`src/rtl/irqf_pkg.sv`:
```
package irqf_pkg;
    localparam int unsigned WORD_W = 32;

    typedef enum logic [1:0] {
        REG_NONE = 2'd0,
        REG_EN   = 2'd1,
        REG_STAT = 2'd2
    } reg_kind_e;
endpackage

```
`src/rtl/irqf_sync.sv`:
```
module irqf_sync #(
    parameter int unsigned W = 64
) (
    input  logic         clk,
    input  logic         rst_n,
    input  logic [W-1:0] async_i,
    output logic [W-1:0] sync_o
);
    typedef struct packed {
        logic [W-1:0] meta;
        logic [W-1:0] stable;
    } sync_st_t;

    sync_st_t st_d, st_q;

    always_comb begin
        st_d        = st_q;
        st_d.meta   = async_i;
        st_d.stable = st_q.meta;
    end

    always_ff @(posedge clk or negedge rst_n) begin
        if (!rst_n) st_q <= '0;
        else        st_q <= st_d;
    end

    assign sync_o = st_q.stable;

    // output is the input of two edges earlier once reset has been released for two edges
    assert_two_stage_R7: assert property (@(posedge clk) disable iff (!rst_n)
        ($past(rst_n, 1) && $past(rst_n, 2)) |-> (sync_o == $past(async_i, 2)));
endmodule

```
`src/rtl/irqf_decode.sv`:
```
module irqf_decode
    import irqf_pkg::*;
#(
    parameter int unsigned N_WORDS = 2,
    parameter int unsigned N_CPUS  = 2,
    parameter int unsigned WA_W    = 6,
    parameter int unsigned CPU_W   = 1,
    parameter int unsigned WIDX_W  = 1
) (
    input  logic [WA_W-1:0]   word_addr_i,
    output reg_kind_e         kind_o,
    output logic [CPU_W-1:0]  cpu_o,
    output logic [WIDX_W-1:0] word_o
);
    localparam int unsigned SLOTS  = 2 * N_WORDS;
    localparam int unsigned LIMIT  = N_CPUS * SLOTS;

    logic [31:0] wa;
    logic [31:0] slot;
    logic [31:0] bank;

    always_comb begin
        wa     = 32'(word_addr_i);
        bank   = wa / SLOTS;
        slot   = wa % SLOTS;
        kind_o = REG_NONE;
        cpu_o  = CPU_W'(bank);
        word_o = '0;
        if (wa < LIMIT) begin
            if (slot < N_WORDS) begin
                kind_o = REG_EN;
                word_o = WIDX_W'(N_WORDS - 1 - slot);
            end else begin
                kind_o = REG_STAT;
                word_o = WIDX_W'(SLOTS - 1 - slot);
            end
        end
    end
endmodule

```
`src/rtl/irqf_bank.sv`:
```
module irqf_bank
    import irqf_pkg::*;
#(
    parameter int unsigned N_WORDS = 2,
    parameter int unsigned WIDX_W  = 1
) (
    input  logic                        clk,
    input  logic                        rst_n,
    input  logic                        wr_en_i,
    input  logic [WIDX_W-1:0]           wr_idx_i,
    input  logic [WORD_W-1:0]           wr_data_i,
    input  logic [N_WORDS*WORD_W-1:0]   status_i,
    output logic [N_WORDS*WORD_W-1:0]   en_o,
    output logic                        irq_o
);
    typedef struct packed {
        logic [N_WORDS-1:0][WORD_W-1:0] en;
        logic                           irq;
    } bank_st_t;

    bank_st_t st_d, st_q;

    always_comb begin
        st_d     = st_q;
        if (wr_en_i) st_d.en[wr_idx_i] = wr_data_i;
        st_d.irq = |(st_q.en & status_i);
    end

    always_ff @(posedge clk or negedge rst_n) begin
        if (!rst_n) st_q <= '0;
        else        st_q <= st_d;
    end

    assign en_o  = st_q.en;
    assign irq_o = st_q.irq;

    // a bank with nothing enabled cannot raise its line
    assert_idle_quiet_R1: assert property (@(posedge clk) disable iff (!rst_n)
        (st_q.en == '0) |=> !irq_o);

    // a strobed write lands whole in the addressed word
    assert_write_lands_R2: assert property (@(posedge clk) disable iff (!rst_n)
        wr_en_i |=> (st_q.en[$past(wr_idx_i)] == $past(wr_data_i)));

    // without a strobe for this bank the enables hold
    assert_no_stray_write_R8: assert property (@(posedge clk) disable iff (!rst_n)
        !wr_en_i |=> $stable(st_q.en));

    // a rising line always has an enabled, active source behind it
    assert_irq_cause_R6: assert property (@(posedge clk) disable iff (!rst_n)
        $rose(irq_o) |-> $past(|(en_o & status_i)));
endmodule

```
`src/rtl/irq_fanout_ctrl.sv`:
```
module irq_fanout_ctrl
    import irqf_pkg::*;
#(
    parameter int unsigned N_WORDS = 2,
    parameter int unsigned N_CPUS  = 2,
    parameter int unsigned ADDR_W  = 8
) (
    input  logic                        clk,
    input  logic                        rst_n,
    input  logic [32*N_WORDS-1:0]       src_i,
    input  logic [ADDR_W-1:0]           addr_i,
    input  logic                        wr_en_i,
    input  logic [31:0]                 wr_data_i,
    output logic [31:0]                 rd_data_o,
    output logic [N_CPUS-1:0]           cpu_irq_o
);
    localparam int unsigned N_SRC  = WORD_W * N_WORDS;
    localparam int unsigned WA_W   = ADDR_W - 2;
    localparam int unsigned CPU_W  = (N_CPUS > 1) ? $clog2(N_CPUS) : 1;
    localparam int unsigned WIDX_W = (N_WORDS > 1) ? $clog2(N_WORDS) : 1;

    logic                            unused_lsb;
    logic [N_SRC-1:0]                status;
    reg_kind_e                       dec_kind;
    logic [CPU_W-1:0]                dec_cpu;
    logic [WIDX_W-1:0]               dec_word;
    logic [N_CPUS-1:0][N_SRC-1:0]    en_all;

    assign unused_lsb = ^addr_i[1:0];

    irqf_sync #(.W(N_SRC)) u_sync (
        .clk     (clk),
        .rst_n   (rst_n),
        .async_i (src_i),
        .sync_o  (status)
    );

    irqf_decode #(
        .N_WORDS (N_WORDS),
        .N_CPUS  (N_CPUS),
        .WA_W    (WA_W),
        .CPU_W   (CPU_W),
        .WIDX_W  (WIDX_W)
    ) u_decode (
        .word_addr_i (addr_i[ADDR_W-1:2]),
        .kind_o      (dec_kind),
        .cpu_o       (dec_cpu),
        .word_o      (dec_word)
    );

    for (genvar c = 0; c < N_CPUS; c++) begin : g_bank
        logic bank_wr;
        assign bank_wr = wr_en_i && (dec_kind == REG_EN) && (dec_cpu == CPU_W'(c));

        irqf_bank #(
            .N_WORDS (N_WORDS),
            .WIDX_W  (WIDX_W)
        ) u_bank (
            .clk       (clk),
            .rst_n     (rst_n),
            .wr_en_i   (bank_wr),
            .wr_idx_i  (dec_word),
            .wr_data_i (wr_data_i),
            .status_i  (status),
            .en_o      (en_all[c]),
            .irq_o     (cpu_irq_o[c])
        );
    end

    always_comb begin
        rd_data_o = '0;
        case (dec_kind)
            REG_EN:   rd_data_o = en_all[dec_cpu][dec_word*WORD_W +: WORD_W];
            REG_STAT: rd_data_o = status[dec_word*WORD_W +: WORD_W];
            default:  rd_data_o = '0;
        endcase
    end
endmodule

```
`config.mk`:
```
export PLATFORM = sky130hd
export DESIGN_NAME = irq_fanout_ctrl
export DESIGN_NICKNAME = d
export VERILOG_FILES = /design/src/rtl/irqf_pkg.sv /design/src/rtl/irqf_sync.sv /design/src/rtl/irqf_decode.sv /design/src/rtl/irqf_bank.sv /design/src/rtl/irq_fanout_ctrl.sv
export SDC_FILE = /design/constraint.sdc
export NUM_CORES = 1
export LEC_CHECK = 0
export BUFFER_PORTS_ARGS = -buffer_cell sky130_fd_sc_hd__buf_2
export CORE_MARGIN = 2
export CORE_UTILIZATION = 40
export CTS_CLUSTER_SIZE = 8
export DETAILED_ROUTE_END_ITERATION = 12
export PLACE_DENSITY = 0.55
export SKIP_LAST_GASP = 1
export SLEW_MARGIN = 30
export SYNTH_ARGS = -nofsm -noshare
export SYNTH_HDL_FRONTEND = slang
export SYNTH_SLANG_ARGS = --single-unit
```
`constraint.sdc`:
```
create_clock -name clk -period 2.55 [get_ports clk]
set_input_delay 0.1275 -clock clk [delete_from_list [all_inputs] [get_ports clk]]
set_output_delay 0.1275 -clock clk [all_outputs]
set_load 0.1 [all_outputs]
```
==> impl_metrics.yaml <==
grt:
  grt_pass1_wl_um: 45300
  grtUsageTotal: 0.226
  antenna_found_initial: 1
  grt_max_degree: 129
  grt_pass1_vias: 7678
  grt-ovfl-total: 0
floorplan:
  die-area_mm2: 0.0269
  fp-row-count: 58
  dieWidth_um: 164
  initial_core_util: 0.406
  io_pins: 141
  core_mm2: 0.0252
  die_y_um: 164
setup_path:
  worstPathCellList: "buf_4 > buf_4 > mux2i_1 > nor2_1 > a21oi_1 > o22ai_1 > buf_12"
  required_ps: 2420
  cpMaxStageDelayCell: "buf_4"
  cp_common_cell: "buf_4"
  critPathKind: "in -> out"
  max_stage_delay_ps: 480
  worst_setup_path_start_kind: "input pin"
  worstPathMaxFanout: 34
  crit_arrival_ps: 1960
  worst_setup_path_end_kind: "output port"
  crit_family: "buffers and inverters"
  worst-path-buf-inv: 3
power_and_ir_drop:
  p_switching_mw: 2.70
  clkPwrFrac: 0.410
  total_power_mw: 10.5
  p_sw_frac: 0.256
  intPower_mw: 7.85
  pwr-share-seq: 0.456
  combPwrFrac: 0.134
  ir_drop_mv: 0.471
  p_leak_nw: 6.46
  cellPowerDensity_mw_per_mm2: 758
timing:
  slew-limit-headroom: 0.562
  setup_tns_ps: 0
  setup-violations-final: 0
  report.final.hold_viol_count: 0
  skew_ps: 11.6
  layout_setup_ws_ps: 465
  tightest_slew_ps: 658
  fin_crit_sh: 0.818
  slew_viol_final: 0
  rsz0062_at_grt: "no"
  max_freq_mhz: 480
  fin_crit_ps: 2080
routing:
  vias: 7239
  wirelength_um: 29500
  dr.pass1.iters: 5
  antenna_left: 0
  route.detailed.drc: 0
  wl_per_cell_um: 22.4
  via_per_inst: 5.50
  drt_iter0_markers: 465
synthesis:
  synth_area_leaders: "dfrtp_1 63%, mux2_2 9.4%, mux2i_1 6.3%, mux2_1 4.7%, a21oi_1 3.1%"
  ys_seq_area_frac: 0.631
  synth_nets: 843
  ys_top_cells_by_count: "258 x dfrtp_1, 85 x mux2_2, 64 x a21oi_1, 64 x mux2i_1, 64 x nor2_1"
  netlist_area_mm2: 0.0102
  synth.ff_latch_count: 258
  synthDominantCellAreaShare: 0.631
  yosysMostFrequentCell: "dfrtp_1"
  syn_area_per_cell_um2: 13.9
  async_reset_ff_frac: 1.00
  synth_cell_types: 22
  synthCells: 736
  synth-edff-count: 0
  synth_top_cell_by_area: "dfrtp_1"
  yosys_warnings: 0
  synth_top_flop_cell: "dfrtp_1"
clock_network:
  cts_tree: "done"
  clk_pin_slew_worst_paths_ps: 50
  cts-buffers-inserted: 38
  post-cts-setup-buffer-count: 0
  cts-root-buf: "clkbuf_16"
  clock-sinks: 258
  post_cts_resized: 0
  htree_levels: 2
  clkLatencyLatePin_ps: 500
  cts.path.max_buffers: 3
layout:
  areaGrowthSynthToFinish_pct: 35.9
  design_area_mm2: 0.0139
  num_antenna_cells: 0
  final_util: 0.552
  nets: 1091
  drive_gt1_frac: 0.309
status:
  outcome: "complete, no violations"
job:
  maxCapViolations: 0
placed_design:
  dpl_cell_area_mm2: 0.0119
  portBuffers: 138
  dp_hpwl_um: 20000
  preCtsSetupSlack_ps: 473
  routabilityCongestion: 0.836
min_path:
  worstHoldPathType: "in -> async"
==> cell families after synthesis <==
kind of cell | share of synthesized area
flip-flops | 0.631
multiplexers | 0.203
AO/OA/AOI/OAI | 0.106
AND/OR/NAND/NOR | 0.0378
buffers and inverters | 0.0220
==> worst paths after layout <==
check                             startpoint                  endpoint  depth (start not counted)  slack, ps
max                                addr_i[4]             rd_data_o[12]                          7        470
min                                    rst_n         u_sync.sync_o[37]                          2        200
max reg2reg                u_sync.sync_o[47]    g_bank[0].u_bank.irq_o                          4        470
min reg2reg                  u_sync.st_d[53]         u_sync.sync_o[53]                          0        340
max in group asynchronous              rst_n  g_bank[1].u_bank.en_o[9]                          3       1490
min in group clk                   src_i[11]           u_sync.st_d[11]                          2        250
==> sequential cells by signal, summed over array words and instances (netlist names) <==
| register | count |
|---|---|
| g_bank.u_bank.en_o | 128 |
| u_sync.st_d | 64 |
| u_sync.sync_o | 64 |
| g_bank.u_bank.irq_o | 2 |
==> power groups by stage <==
stage,sequential [mW],combinational (mW),clock [mW]
floorplan,4.72,0.820,0
global placement,4.85,1.26,0
detailed placement,4.87,1.30,0
CTS,4.80,1.42,4.42
global route,4.85,1.53,4.60
finish,4.81,1.42,4.32
==> cell usage in the layout (no fill, tap or decap) <==
master,synthesis,layout
dfrtp_1,258,258
and3b_1,1,1
nor2_1,64,64
buf_12,0,38
clkbuf_16,0,39
clkinvlp_4,0,1
nand4b_1,1,1
or4_1,2,2
mux2i_1,64,64
a221oi_1,32,32
clkbuf_1,9,1
mux2_2,85,85
buf_4,3,10
nand2b_2,0,1
buf_8,0,1
nor4b_4,0,1
inv_6,0,1
dlygate4sd3_1,0,97
nand4_1,9,9
mux2_1,43,43
buf_2,27,104
o22ai_2,0,22
a22o_1,32,32
nor3_4,1,1
a21oi_1,64,64
o22ai_1,32,10
nor2b_1,2,1
nor2b_2,0,1
nand2_1,2,2
==> routing by layer <==
layer,GRT usage,part of all wire
met5,0,0.00037
met4,0.0841,0.029
met3,0.0487,0.066
met2,0.347,0.46
met1,0.318,0.45
==> what timing repair did <==
| item | CTS | global route |
|---|---|---|
| hold endpoints to repair | 261 | 0 |
| hold buffers | 97 | 0 |
| setup endpoints to repair | 0 | 0 |
==> final cells by class <==
class                      instances  area [um^2]
fill                            2063        11300
multi-input combinational        436         3700
timing repair buffer             250         2340
clock inverter                     2         16.3
tap                              330          413
clock buffer                      40          980
sequential                       258         6460
==> through the flow <==
| stage | hold WS, ps | cells |
|---|---|---|
| 2_1_floorplan | -168 | 736 |
| 3_3_place_gp | 140 | 1177 |
| 3_5_place_dp | 153 | 1177 |
| 4_1_cts | 223 | 1316 |
| 5_1_grt | 241 | 1316 |
| 6_report | 203 | 1316 |
Note: power is estimated with default switching activity, not from simulation.
